`config.mk`:
```
export PLATFORM = sky130hd
export DESIGN_NAME = ee2w_slave
export DESIGN_NICKNAME = d
export VERILOG_FILES = /design/src/rtl/ee2w_pkg.sv /design/src/rtl/ee2w_line_sync.sv /design/src/rtl/ee2w_busy_timer.sv /design/src/rtl/ee2w_ctrl.sv /design/src/rtl/ee2w_slave.sv
export SDC_FILE = /design/constraint.sdc
export NUM_CORES = 1
export LEC_CHECK = 0
export BUFFER_PORTS_ARGS = -buffer_cell sky130_fd_sc_hd__buf_2
export CORE_ASPECT_RATIO = 1.5
export CORE_MARGIN = 2
export CORE_UTILIZATION = 40
export DETAILED_ROUTE_END_ITERATION = 6
export PLACE_DENSITY = 0.68
export SYNTH_ARGS = -nofsm -noshare
export SYNTH_HDL_FRONTEND = slang
export SYNTH_SLANG_ARGS = --single-unit
```
`constraint.sdc`:
```
create_clock -name clk -period 2.1 [get_ports clk]
set_input_delay 0.42 -clock clk [delete_from_list [all_inputs] [get_ports clk]]
set_output_delay 0.42 -clock clk [all_outputs]
set_load 0.1 [all_outputs]
```
`src/rtl/ee2w_pkg.sv`:
```
package ee2w_pkg;

  // Transfer phase of the slave engine
  typedef enum logic [2:0] {
    PH_IDLE,
    PH_RX,
    PH_ACK,
    PH_TX,
    PH_MACK
  } phase_t;

  // Meaning of the byte being received
  typedef enum logic [1:0] {
    RL_DEV,
    RL_AHI,
    RL_ALO,
    RL_DATA
  } role_t;

  localparam logic [3:0] SEL_TAG = 4'b1010;

  function automatic role_t role_after(input role_t r);
    unique case (r)
      RL_DEV:  return RL_AHI;
      RL_AHI:  return RL_ALO;
      default: return RL_DATA;
    endcase
  endfunction

endpackage

```
`src/rtl/ee2w_line_sync.sv`:
```
module ee2w_line_sync #(
  parameter int unsigned STAGES = 2
) (
  input  logic clk,
  input  logic rst_n,
  input  logic scl_in,
  input  logic sda_in,
  output logic sda_lvl,
  output logic scl_rise,
  output logic scl_fall,
  output logic start_det,
  output logic stop_det
);
  logic [STAGES-1:0] scl_sh_q, sda_sh_q;
  logic              scl_prev_q, sda_prev_q;
  logic              scl_now, sda_now;

  always_ff @(posedge clk or negedge rst_n) begin
    if (!rst_n) begin
      scl_sh_q   <= '1;
      sda_sh_q   <= '1;
      scl_prev_q <= 1'b1;
      sda_prev_q <= 1'b1;
    end else begin
      scl_sh_q   <= {scl_sh_q[STAGES-2:0], scl_in};
      sda_sh_q   <= {sda_sh_q[STAGES-2:0], sda_in};
      scl_prev_q <= scl_sh_q[STAGES-1];
      sda_prev_q <= sda_sh_q[STAGES-1];
    end
  end

  assign scl_now   = scl_sh_q[STAGES-1];
  assign sda_now   = sda_sh_q[STAGES-1];
  assign sda_lvl   = sda_now;
  assign scl_rise  = scl_now & ~scl_prev_q;
  assign scl_fall  = ~scl_now & scl_prev_q;
  assign start_det = scl_now & scl_prev_q & sda_prev_q & ~sda_now;
  assign stop_det  = scl_now & scl_prev_q & ~sda_prev_q & sda_now;
endmodule

```
`src/rtl/ee2w_busy_timer.sv`:
```
module ee2w_busy_timer #(
  parameter int unsigned BUSY_CYCLES = 250000
) (
  input  logic clk,
  input  logic rst_n,
  input  logic launch,
  output logic busy
);
  localparam int unsigned CW = $clog2(BUSY_CYCLES + 1);

  logic [CW-1:0] cnt_q, cnt_d;

  always_comb begin
    cnt_d = cnt_q;
    if (launch)             cnt_d = CW'(BUSY_CYCLES);
    else if (cnt_q != '0)   cnt_d = cnt_q - CW'(1);
  end

  always_ff @(posedge clk or negedge rst_n) begin
    if (!rst_n) cnt_q <= '0;
    else        cnt_q <= cnt_d;
  end

  assign busy = (cnt_q != '0);
endmodule

```
`src/rtl/ee2w_ctrl.sv`:
```
module ee2w_ctrl
  import ee2w_pkg::*;
#(
  parameter int unsigned AW        = 15,
  parameter int unsigned PAGE_BITS = 6
) (
  input  logic          clk,
  input  logic          rst_n,
  input  logic          sda_lvl,
  input  logic          scl_rise,
  input  logic          scl_fall,
  input  logic          start_det,
  input  logic          stop_det,
  input  logic          busy,
  input  logic [1:0]    dev_sel,
  input  logic [7:0]    mem_rdata,
  output logic          sda_pull,
  output logic          mem_re,
  output logic          mem_we,
  output logic [AW-1:0] mem_addr,
  output logic [7:0]    mem_wdata,
  output logic          launch
);
  localparam int unsigned HI_W = AW - 8;

  phase_t        phase_q, phase_d;
  role_t         role_q, role_d;
  logic [3:0]    bitcnt_q, bitcnt_d;
  logic [7:0]    shreg_q, shreg_d;
  logic [7:0]    rdbuf_q, rdbuf_d;
  logic [HI_W-1:0] hi_q, hi_d;
  logic [AW-1:0] addr_q, addr_d;
  logic          rw_q, rw_d;
  logic          pull_q, pull_d;
  logic          wrpend_q, wrpend_d;
  logic          more_q, more_d;
  logic          rdv_q, rdv_d;
  logic          sel_hit;

  assign sel_hit = (shreg_q[7:4] == SEL_TAG) && !shreg_q[3] &&
                   (shreg_q[2:1] == dev_sel);

  always_comb begin
    phase_d  = phase_q;
    role_d   = role_q;
    bitcnt_d = bitcnt_q;
    shreg_d  = shreg_q;
    hi_d     = hi_q;
    addr_d   = addr_q;
    rw_d     = rw_q;
    pull_d   = pull_q;
    wrpend_d = wrpend_q;
    more_d   = more_q;
    rdv_d    = 1'b0;
    rdbuf_d  = rdv_q ? mem_rdata : rdbuf_q;
    mem_re   = 1'b0;
    mem_we   = 1'b0;
    launch   = 1'b0;

    if (stop_det) begin
      phase_d = PH_IDLE;
      pull_d  = 1'b0;
      more_d  = 1'b0;
      if (wrpend_q) begin
        launch   = 1'b1;
        wrpend_d = 1'b0;
      end
    end else if (start_det && !busy) begin
      phase_d  = PH_RX;
      role_d   = RL_DEV;
      bitcnt_d = '0;
      pull_d   = 1'b0;
      more_d   = 1'b0;
    end else begin
      unique case (phase_q)
        PH_IDLE: begin
        end
        PH_RX: begin
          if (scl_rise && bitcnt_q != 4'd8) begin
            shreg_d  = {shreg_q[6:0], sda_lvl};
            bitcnt_d = bitcnt_q + 4'd1;
          end else if (scl_fall && bitcnt_q == 4'd8) begin
            phase_d = PH_ACK;
            pull_d  = 1'b1;
            unique case (role_q)
              RL_DEV: begin
                if (sel_hit) begin
                  rw_d = shreg_q[0];
                  if (shreg_q[0]) begin
                    mem_re = 1'b1;
                    rdv_d  = 1'b1;
                    addr_d = addr_q + AW'(1);
                  end
                end else begin
                  phase_d = PH_IDLE;
                  pull_d  = 1'b0;
                end
              end
              RL_AHI: hi_d = shreg_q[HI_W-1:0];
              RL_ALO: addr_d = {hi_q, shreg_q};
              default: begin
                mem_we   = 1'b1;
                wrpend_d = 1'b1;
                addr_d   = {addr_q[AW-1:PAGE_BITS],
                            addr_q[PAGE_BITS-1:0] + PAGE_BITS'(1)};
              end
            endcase
          end
        end
        PH_ACK: begin
          if (scl_fall) begin
            bitcnt_d = '0;
            if (role_q == RL_DEV && rw_q) begin
              phase_d = PH_TX;
              shreg_d = rdbuf_q;
              pull_d  = ~rdbuf_q[7];
            end else begin
              phase_d = PH_RX;
              pull_d  = 1'b0;
              role_d  = role_after(role_q);
            end
          end
        end
        PH_TX: begin
          if (scl_fall) begin
            if (bitcnt_q == 4'd7) begin
              phase_d = PH_MACK;
              pull_d  = 1'b0;
            end else begin
              shreg_d  = {shreg_q[6:0], 1'b0};
              pull_d   = ~shreg_q[6];
              bitcnt_d = bitcnt_q + 4'd1;
            end
          end
        end
        PH_MACK: begin
          if (scl_rise) begin
            if (!sda_lvl) begin
              mem_re = 1'b1;
              rdv_d  = 1'b1;
              more_d = 1'b1;
              addr_d = addr_q + AW'(1);
            end else begin
              phase_d = PH_IDLE;
            end
          end else if (scl_fall && more_q) begin
            phase_d  = PH_TX;
            shreg_d  = rdbuf_q;
            pull_d   = ~rdbuf_q[7];
            bitcnt_d = '0;
            more_d   = 1'b0;
          end
        end
        default: phase_d = PH_IDLE;
      endcase
    end
  end

  always_ff @(posedge clk or negedge rst_n) begin
    if (!rst_n) begin
      phase_q  <= PH_IDLE;
      role_q   <= RL_DEV;
      bitcnt_q <= '0;
      shreg_q  <= '0;
      rdbuf_q  <= '0;
      hi_q     <= '0;
      addr_q   <= '0;
      rw_q     <= 1'b0;
      pull_q   <= 1'b0;
      wrpend_q <= 1'b0;
      more_q   <= 1'b0;
      rdv_q    <= 1'b0;
    end else begin
      phase_q  <= phase_d;
      role_q   <= role_d;
      bitcnt_q <= bitcnt_d;
      shreg_q  <= shreg_d;
      rdbuf_q  <= rdbuf_d;
      hi_q     <= hi_d;
      addr_q   <= addr_d;
      rw_q     <= rw_d;
      pull_q   <= pull_d;
      wrpend_q <= wrpend_d;
      more_q   <= more_d;
      rdv_q    <= rdv_d;
    end
  end

  assign sda_pull  = pull_q;
  assign mem_addr  = addr_q;
  assign mem_wdata = shreg_q;
endmodule

```
`src/rtl/ee2w_slave.sv`:
```
module ee2w_slave #(
  parameter int unsigned AW          = 15,
  parameter int unsigned PAGE_BITS   = 6,
  parameter int unsigned BUSY_CYCLES = 250000,
  parameter int unsigned SYNC_STAGES = 2
) (
  input  logic          clk,
  input  logic          rst_n,
  input  logic          scl_in,
  input  logic          sda_in,
  input  logic [1:0]    dev_sel,
  output logic          sda_pull,
  output logic          mem_re,
  output logic          mem_we,
  output logic [AW-1:0] mem_addr,
  output logic [7:0]    mem_wdata,
  input  logic [7:0]    mem_rdata
);
  logic [1:0] rst_pipe_q;
  logic       rst_sync_n;
  logic       sda_lvl, scl_rise, scl_fall, start_det, stop_det;
  logic       launch_w, busy_w;

  // asynchronous assertion, synchronous release
  always_ff @(posedge clk or negedge rst_n) begin
    if (!rst_n) rst_pipe_q <= 2'b00;
    else        rst_pipe_q <= {rst_pipe_q[0], 1'b1};
  end
  assign rst_sync_n = rst_pipe_q[1];

  ee2w_line_sync #(.STAGES(SYNC_STAGES)) u_sync (
    .clk       (clk),
    .rst_n     (rst_sync_n),
    .scl_in    (scl_in),
    .sda_in    (sda_in),
    .sda_lvl   (sda_lvl),
    .scl_rise  (scl_rise),
    .scl_fall  (scl_fall),
    .start_det (start_det),
    .stop_det  (stop_det)
  );

  ee2w_busy_timer #(.BUSY_CYCLES(BUSY_CYCLES)) u_timer (
    .clk    (clk),
    .rst_n  (rst_sync_n),
    .launch (launch_w),
    .busy   (busy_w)
  );

  ee2w_ctrl #(.AW(AW), .PAGE_BITS(PAGE_BITS)) u_ctrl (
    .clk       (clk),
    .rst_n     (rst_sync_n),
    .sda_lvl   (sda_lvl),
    .scl_rise  (scl_rise),
    .scl_fall  (scl_fall),
    .start_det (start_det),
    .stop_det  (stop_det),
    .busy      (busy_w),
    .dev_sel   (dev_sel),
    .mem_rdata (mem_rdata),
    .sda_pull  (sda_pull),
    .mem_re    (mem_re),
    .mem_we    (mem_we),
    .mem_addr  (mem_addr),
    .mem_wdata (mem_wdata),
    .launch    (launch_w)
  );
endmodule

```
# After elaboration in Yosys (flattened, before gate mapping)
# Index checks and enable logic that the tools add are counted.
dict set report op_classes {
  addsub 4
  n_eq_ne 47
  mux 88
  bitwise_logic 16
  n_reduce_logical 35
}
# op n
set ops {}
lappend ops {{2-to-1 mux 15 bit} 6}
lappend ops {{2-to-1 mux 8 bit} 7}
lappend ops {{case mux 15 bit (3 select lines)} 1}
lappend ops {{2-to-1 mux 1 bit} 41}
lappend ops {{2-to-1 mux 18 bit} 2}
lappend ops {{2-to-1 mux 3 bit} 11}
lappend ops {{case mux 8 bit (4 select lines)} 1}
lappend ops {{case mux 15 bit (2 select lines)} 1}
lappend ops {{2-to-1 mux 4 bit} 7}
lappend ops {{!= test 4 x 2 -> 1 bit, second input constant} 5}
lappend ops {{AND reduction 10 bit} 2}
lappend ops {{!= test 2 x 1 -> 1 bit, second input constant} 9}
lappend ops {{nonzero test 18 bit} 1}
lappend ops {{subtractor 18 x 1 -> 18 bit, second input constant} 1}
lappend ops {{case mux 4 bit (4 select lines)} 1}
lappend ops {{AND reduction 8 bit} 2}
lappend ops {{adder 15 x 1 -> 15 bit, second input constant} 1}
lappend ops {{!= test 3 x 2 -> 1 bit, second input constant} 5}
lappend ops {{case mux 3 bit (5 select lines)} 1}
lappend ops {{!= test 2 bit, second input constant} 7}
lappend ops {{AND reduction 7 bit} 2}
lappend ops {{2-to-1 mux 2 bit} 6}
lappend ops {{!= test 3 x 1 -> 1 bit, second input constant} 4}
lappend ops {{!= test 4 bit, second input constant} 3}
lappend ops {{other kinds (34)} 63}
dict set report totals {
  regBits 78
  in_bits 14
  output_inout_bits 26
  word_cells 209
}

# Depth between registers and ports, before layout
# Gate-level depths: netlist of run 1.
dict set report logic_depth {
  ltp_word 10
  depth_mapped 8
  depth_no_buf 7
}

# By module
# Synthesis of run 1 repeated with hierarchy kept, for this count alone.
dict set report hier_totals {
  cells_unflattened 442
  hier_area_um2 4403.0
}
# module instances cells_per_inst area_each_um2 seq_area_each_um2
set by_module_without_submodules {}
lappend by_module_without_submodules {ee2w_ctrl 1 321 3099.2 1301.2}
lappend by_module_without_submodules {ee2w_busy_timer 1 108 1059.8 450.4}
lappend by_module_without_submodules {ee2w_line_sync 1 10 190.2 157.7}
lappend by_module_without_submodules {ee2w_slave 1 3 53.8 50.0}

# Worst setup path before layout of run 1
# Ideal clock, no wire load.
dict set report synth_timing {
  path_kind {register to output}
  startpoint {register u_ctrl.shreg_q[7] (netlist: u_ctrl.mem_wdata[7])}
  endpoint {output port mem_re}
  arrival_time_ps 2727
  setup_slack_ps -1047
  path_stages_with_launch 6
  path_buffers 0
  cell_sequence {dfrtp_1 > or3b_2 > nor4_1 > and3_1 > nand2_1 > nand2_1}
}
dict set report synth_between {
  elab_chain_len 10
}
# item line_no
set synth_rtl {}
lappend synth_rtl {{from (decl)} ee2w_ctrl.sv:29} ;# logic [7:0] shreg_q, shreg_d;
lappend synth_rtl {{from (signal assigned)} ee2w_ctrl.sv:177} ;# shreg_q <= shreg_d;
lappend synth_rtl {{equality test 4 bit} ee2w_ctrl.sv:40} ;# assign sel_hit = (shreg_q[7:4] == SEL_TAG) && !shreg_q[3] &&
lappend synth_rtl {{logical AND 1 bit (2 in a row)} ee2w_ctrl.sv:40}
lappend synth_rtl {{2-to-1 mux 1 bit} ee2w_ctrl.sv:87} ;# if (sel_hit) begin
lappend synth_rtl {{2-to-1 mux 1 bit} ee2w_ctrl.sv:85} ;# unique case (role_q)
lappend synth_rtl {{2-to-1 mux 1 bit} ee2w_ctrl.sv:82} ;# end else if (scl_fall && bitcnt_q == 4'd8) begin
lappend synth_rtl {{2-to-1 mux 1 bit} ee2w_ctrl.sv:79} ;# if (scl_rise && bitcnt_q != 4'd8) begin
lappend synth_rtl {{case mux 1 bit (2 select lines)} ee2w_ctrl.sv:75} ;# unique case (phase_q)
lappend synth_rtl {{2-to-1 mux 1 bit} ee2w_ctrl.sv:68} ;# end else if (start_det && !busy) begin
lappend synth_rtl {{2-to-1 mux 1 bit} ee2w_ctrl.sv:60} ;# if (stop_det) begin
lappend synth_rtl {{to (decl)} ee2w_slave.sv:13} ;# output logic mem_re,
# Every way passes these cells.

# Worst setup path after layout of run 1
dict set report layout_timing {
  startpoint {register u_ctrl.shreg_q[3] (netlist: u_ctrl.mem_wdata[3])}
  endpoint {output port mem_re}
}
dict set report layout_between {
  elab_chain_len 10
}
# item line_no
set layout_rtl {}
lappend layout_rtl {{zero test 1 bit} ee2w_ctrl.sv:40}
lappend layout_rtl {{logical AND 1 bit (2 in a row)} ee2w_ctrl.sv:40}
lappend layout_rtl {{2-to-1 mux 1 bit} ee2w_ctrl.sv:87}
lappend layout_rtl {{2-to-1 mux 1 bit} ee2w_ctrl.sv:85}
lappend layout_rtl {{2-to-1 mux 1 bit} ee2w_ctrl.sv:82}
lappend layout_rtl {{2-to-1 mux 1 bit} ee2w_ctrl.sv:79}
lappend layout_rtl {{case mux 1 bit (2 select lines)} ee2w_ctrl.sv:75}
lappend layout_rtl {{2-to-1 mux 1 bit} ee2w_ctrl.sv:68}
lappend layout_rtl {{2-to-1 mux 1 bit} ee2w_ctrl.sv:60}
# Every way passes these cells.

==> results of run 1 <==
-- repair_timing --
action / in CTS / in global routing
setup endpoints to repair: 21 / 38
setup buffers: 9 / 5
gates cloned: 2 / 1
hold buffers: 1 / 0
endpoints found under the hold margin: 2 / 0
gates resized for setup: 26 / 66
pin swaps: 13 / 18
-- final timing paths --
| check | from | end | depth (start not counted) | slack [ns] |
|---|---|---|---|---|
| max in group asynchronous | rst_pipe_q[1] | u_ctrl.mem_wdata[2] | 1 | 1.16 |
| worst min register to register | rst_pipe_q[1] | u_timer.cnt_q[12] | 0 | 0.33 |
| min in group asynchronous | rst_pipe_q[1] | u_timer.cnt_q[12] | 0 | 0.33 |
| worst max register to register | u_ctrl.mem_wdata[3] | u_ctrl.mem_addr[0] | 10 | -0.21 |
| worst max-delay path | u_ctrl.mem_wdata[3] | mem_re | 6 | -0.26 |
| worst min-delay path | sda_in | u_sync.sda_sh_q[0] | 1 | 0.18 |
-- state kept, by name, summed over array words and instances (netlist names) --
| signal | cells |
|---|---|
| u_ctrl.mem_wdata | 8 |
| u_ctrl.sda_pull | 1 |
| u_sync.sda_prev_q | 1 |
| u_sync.scl_prev_q | 1 |
| u_timer.cnt_q | 18 |
| u_ctrl.bitcnt_q | 4 |
| u_ctrl.wrpend_q | 1 |
| u_ctrl.rdbuf_q | 8 |
| u_ctrl.rdv_q | 1 |
| u_sync.sda_sh_q | 2 |
| u_ctrl.phase_q | 3 |
| u_ctrl.hi_q | 7 |
| u_sync.scl_sh_q | 2 |
| u_ctrl.mem_addr | 15 |
| u_ctrl.rw_q | 1 |
| rst_pipe_q | 2 |
| u_ctrl.role_q | 2 |
| u_ctrl.more_q | 1 |
-- placed cells by master, fill, tap and decap left out, types with 5 or more instances in the layout --
master | Yosys | final
dfrtp_2 | 0 | 12
nand2b_1 | 9 | 9
a31oi_1 | 6 | 5
nand2_1 | 33 | 31
buf_2 | 2 | 39
clkbuf_16 | 0 | 9
o21ai_1 | 0 | 10
xnor2_1 | 10 | 10
mux2i_1 | 9 | 9
o21ai_0 | 36 | 17
buf_6 | 0 | 12
o21ai_2 | 0 | 9
nand3_1 | 11 | 9
dfstp_2 | 6 | 6
a22oi_1 | 7 | 5
nor2_1 | 32 | 31
buf_4 | 0 | 54
inv_1 | 11 | 11
nor2b_1 | 6 | 6
dfrtp_4 | 0 | 8
dfrtp_1 | 72 | 52
nor4_1 | 8 | 5
o31ai_1 | 5 | 5
mux2_2 | 15 | 15
nand4_1 | 8 | 8
a21oi_1 | 20 | 18
nor3_1 | 13 | 11
-- per-stage QoR --
stage / setup WS, ns / utilization [%] / hold WS [ns]
3_5_place_dp: -0.201 / 48.8 / 0.208
3_3_place_gp: -0.149 / 48.8 / 0.205
6_report: -0.256 / 56.2 / 0.182
5_1_grt: -0.333 / 56.2 / 0.171
4_1_cts: -0.267 / 53.6 / 0.173
2_1_floorplan: -0.196 / - / 0.124
-- cell families after synthesis --
family                     count (synthesis)  synth area share, %
buffers and inverters                     28                 2.64
other                                      1               0.0921
adders and majority gates                  5                 1.54
DFF                                       78                 48.1
AOI/OAI and AO/OA                        111                 17.6
xor gates and xnor gates                  13                 2.80
and+or+nand+nor                          157                 20.8
muxes                                     24                 6.36
-- power breakdown --
part | internal (mW) | switching, mW | total, mW
sequential | 1.69 | 0.138 | 1.83
combinational | 0.630 | 1.29 | 1.92
clock | 0.916 | 0.615 | 1.53
total | 3.23 | 2.05 | 5.28
-- area by class of cell --
cell class                 count  area [µm²]  area share [%]
multi-input combinational    311        2320            41.2
sequential                    78        2000            35.6
timing repair buffer         110         826            14.7
clock buffer                  10         229            4.07
tap                          117         146            2.60
clock inverter                 6        62.6            1.11
inverter                      11        41.3           0.733
-- critical path, cell delays in order (launching register included) --
cell	delay (ns)
dfrtp_4	0.47
or3b_4	0.42
nor4_4	0.17
and3_4	0.24
nand2_4	0.07
nand2_8	0.06
buf_12	0.17
-- per-layer routing --
layer  routed length, µm  global-route usage [%]  vias to the layer above
met5                   0                       0                        -
met4                 564                    11.2                        0
met3                 318                    3.10                       40
met2                6250                    39.0                       94
met1                4390                    23.3                     1863
li1                    -                       -                     1758
==> impl_metrics.json, run 1 <==
{
  "num_vias": 3755,
  "grt_usage_pct": 21.3,
  "finClkSkew_ns": 0.00744,
  "synth_most_common_cell": "dfrtp_1",
  "final_cells": 643,
  "static-leakage-power_nw": 2.55,
  "initial_core_util_pct": 40.6,
  "die_area_um2": 11000,
  "num_io_pins": 40,
  "violations": "setup timing",
  "worstSkewPairLatency_ns": 0.34,
  "area_growth_pct": 38.4,
  "fp.dieW_um": 86.4,
  "yosys_most_used_dff": "dfrtp_1",
  "synthArstFlopShare_pct": 100,
  "total_power_mw": 5.28,
  "fp.dieH_um": 128,
  "viasPerCell": 5.84,
  "final_antenna_net_count": 0,
  "end_kind": "primary output",
  "worstSetupStartpointType": "flip-flop",
  "placed_area_um2": 4890,
  "rsz0062_at_grt": "true",
  "drive_gt1_share_pct": 42.2,
  "nets": 540,
  "tightest_slew_ns": 0.740,
  "ir_worst_vdd_mv": 0.946,
  "grt_max_degree": 44,
  "synth_edf_count": 0,
  "cts_root_buf": "clkbuf_16",
  "path_clk_slew_ns": 0.06,
  "antenna_found_initial": 0,
  "core_area_um2": 10000,
  "synth_top_cell_by_area": "dfrtp_1",
  "gr-total-overflow": 0,
  "io_buffer_count": 39,
  "cts_buffers": 9,
  "avgSynthCellArea_um2": 9.76,
  "synth_area_leaders": "dfrtp_1, o21ai_0, mux2_2, dfstp_2, nand2_1",
  "status": "complete, but fails checks",
  "dr.pass1.iters": 4,
  "drt-total-wl_mm": 11.5,
  "synth_top_area_share_pct": 44.3,
  "max-slew-margin-rel_pct": 50.6,
  "hold_path_class": "input port to flip-flop",
  "post-route-drc-count": 0,
  "hpwl_mm": 7.77,
  "fmax_mhz": 425,
  "clockBufferDepth": 2,
  "path_max_fanout": 2,
  "crit_arrival_ns": 1.94,
  "fill_cells": 839,
  "cts_tree": "done",
  "setup_viol": 21,
  "rows": 45,
  "syn_area_um2": 4070,
  "h-tree-depth": 3,
  "period_minus_slack_ns": 2.36,
  "grt_pass1_vias": 3827,
  "syn_nets": 436,
  "grt_pass1_wl_mm": 18.4,
  "antennaDiodeCount": 0,
  "yosysWarnings": 0,
  "clock_sinks": 78,
  "dp_cells": 609,
  "wl_per_cell_um": 17.9,
  "drt_iter0_drc": 198,
  "powerDensity_nw_per_um2": 938,
  "critical_path_class": "flip-flop to primary output",
  "cp.required_ns": 1.68,
  "ys_ff_latch": 78,
  "yosysSeqAreaShare_pct": 48.1,
  "design_area_um2": 5630,
  "postLayoutSetupSlackWorst_ns": -0.256,
  "setup_total_negative_slack_ns": -1.94,
  "synth_cells": 417,
  "synthTopCellsByCount": "dfrtp_1, o21ai_0, nand2_1, nor2_1, a21oi_1",
  "drv_slew": 0,
  "gp_routability_congestion": 0.878,
  "period_share_pct": 112,
  "synth.distinct_cells": 62,
  "cap_violations": 0,
  "final_hold_viol_count": 0
}
Note: power is estimated with default switching activity, not from simulation.
==> inputs of run 2 (changes only) <==
--- a/config.mk
+++ b/config.mk
@@ -14,3 +14,4 @@
 export SYNTH_ARGS = -nofsm -noshare
 export SYNTH_HDL_FRONTEND = slang
 export SYNTH_SLANG_ARGS = --single-unit
+export TNS_END_PERCENT = 30
==> impl_metrics.json, run 2 (same netlist as run 1, synthesis figures left out) <==
{
  "fp.dieW_um": 86.4,
  "clkPwrFrac_pct": 29.8,
  "switching_power_mw": 2.06,
  "fin_util_pct": 55.8,
  "antenna_found_initial": 0,
  "grt_pass1_vias": 3674,
  "rows": 45,
  "clock_sinks": 78,
  "drive_gt1_share_pct": 41.0,
  "multi_input_area_um2": 2300,
  "p_int_mw": 3.33,
  "antennaDiodeCount": 0,
  "gr-total-overflow": 0,
  "hpwl_mm": 7.47,
  "end_kind": "primary output",
  "r2r_cells": 7,
  "drt-total-wl_mm": 11.1,
  "grt_max_degree": 40,
  "tightest_slew_ns": 0.607,
  "path_clk_slew_ns": 0.06,
  "final_common_cell": "buf_4",
  "viasPerCell": 5.75,
  "io_buffer_count": 39,
  "period_share_pct": 113,
  "num_io_pins": 40,
  "crit_arrival_ns": 1.96,
  "setup_total_negative_slack_ns": -1.90,
  "finClkSkew_ns": 0.00857,
  "cp_cell_sequence": "or3b_4 -> nor4_4 -> and3_4 -> nand2_4 -> nand2_8 -> buf_12",
  "largest_reg_flops": 18,
  "fill_cells": 889,
  "h-tree-depth": 3,
  "static-leakage-power_nw": 2.55,
  "post-route-drc-count": 0,
  "rsz0062_at_grt": "true",
  "cts_root_buf": "clkbuf_16",
  "seqPwrFrac_pct": 33.5,
  "hold_path_class": "input port to flip-flop",
  "r2r_end": "u_ctrl.bitcnt_q[3]",
  "rrSetupSlack_ns": -0.15,
  "endpoint": "mem_re",
  "max-slew-margin-rel_pct": 59.2,
  "max_flop_register": "u_timer.cnt_q",
  "r2r-start": "u_timer.cnt_q[9]",
  "pwr-share-comb_pct": 36.7,
  "period_minus_slack_ns": 2.38,
  "postLayoutSetupSlackWorst_ns": -0.283,
  "status": "complete, but fails checks",
  "seqCellArea_um2": 2000,
  "worstSetupStartpointType": "flip-flop",
  "die_area_um2": 11000,
  "num_vias": 3689,
  "cts_tree": "done",
  "nets": 539,
  "drv_slew": 0,
  "final_antenna_net_count": 0,
  "final_hold_viol_count": 0,
  "fmax_mhz": 420,
  "cap_violations": 0,
  "cts_buffers": 9,
  "grt_pass1_wl_mm": 17.6,
  "powerDensity_nw_per_um2": 964,
  "slowest_stage": "dfrtp_4",
  "gp_routability_congestion": 0.951,
  "area_growth_pct": 37.4,
  "dr.pass1.iters": 4,
  "ir_worst_vdd_mv": 0.942,
  "violations": "setup timing",
  "cp.required_ns": 1.68,
  "critical_path_class": "flip-flop to primary output",
  "path_max_fanout": 2,
  "slowest_delay_ns": 0.47,
  "dpl_worst_slack_ns": -0.226,
  "fp.dieH_um": 128,
  "core_area_um2": 10000,
  "drt_iter0_drc": 156,
  "grt_usage_pct": 20.3,
  "crit_start": "u_ctrl.mem_wdata[3]",
  "netSwitchingFraction_pct": 38.1,
  "initial_core_util_pct": 40.6,
  "wl_per_cell_um": 17.2,
  "final_cell_mix": "buf_4, dfrtp_1, buf_2",
  "clockBufferDepth": 2,
  "setup_viol": 28,
  "worstSkewPairLatency_ns": 0.34
}
==> run 2: how the worst min path moves through the flow <==
stage / endpoint / cells after the start / from
2_1_floorplan: rst_pipe_q[0] / 0 / rst_n
3_3_place_gp: rst_pipe_q[0] / 1 / rst_n
3_5_place_dp: rst_pipe_q[0] / 1 / rst_n
4_1_cts: u_sync.scl_sh_q[0] / 1 / scl_in
5_1_grt: u_sync.scl_sh_q[0] / 1 / scl_in
6_report: u_sync.scl_sh_q[0] / 1 / scl_in
==> run 2: routing by layer <==
metal  up-vias  GRT usage [%]  wire [µm]
met3        26           2.71        271
li1       1761              -          -
met2        85           36.2       5990
met4         0           10.8        359
met1      1817           23.2       4430
met5         -              0          0
==> run 2: power groups by stage <==
stage               logic [mW]  registers, mW  clock network [mW]
floorplan                0.591           2.44                   0
global placement          1.72           1.82                   0
detailed placement        1.74           1.83                   0
CTS                       1.84           1.80                1.64
global route              2.10           1.83                1.69
finish                    1.98           1.81                1.61
==> run 2: worst max-delay path, delay by kind of cell (launching register included) <==
| kind | cells | cell delay, ns |
|---|---|---|
| buffers and inverters | 1 | 0.16 |
| flip-flops | 1 | 0.47 |
| AND/OR/NAND/NOR | 5 | 0.99 |
==> run 2: what timing repair did <==
| action | CTS | global route |
|---|---|---|
| hold buffers | 1 | 0 |
| buffers inserted | 6 | 9 |
| gates resized for setup | 25 | 45 |
| endpoints found under the setup margin | 14 | 41 |
| endpoints found under the hold margin | 2 | 0 |
| gates cloned | 0 | 1 |
| pin swaps | 11 | 20 |
==> run 2: cell type report <==
| class | count | share of cell area [%] |
|---|---|---|
| Clock inverter | 4 | 0.962 |
| Tap cell | 117 | 2.62 |
| Sequential cell | 78 | 35.8 |
| Inverter | 11 | 0.738 |
| Multi-Input combinational cell | 311 | 41.1 |
| Timing Repair Buffer | 109 | 14.2 |
| Clock buffer | 12 | 4.59 |
==> run 2: metrics by stage <==
step                instance area, µm²  power [mW]  hold WS (ns)  instances
finish                            5590        5.39         0.172        642
global route                      5590        5.62         0.169        642
CTS                               5340        5.28         0.167        634
detailed placement                4870        3.58         0.207        611
global placement                  4870        3.55         0.205        611
floorplan                         4140        3.03         0.124        417
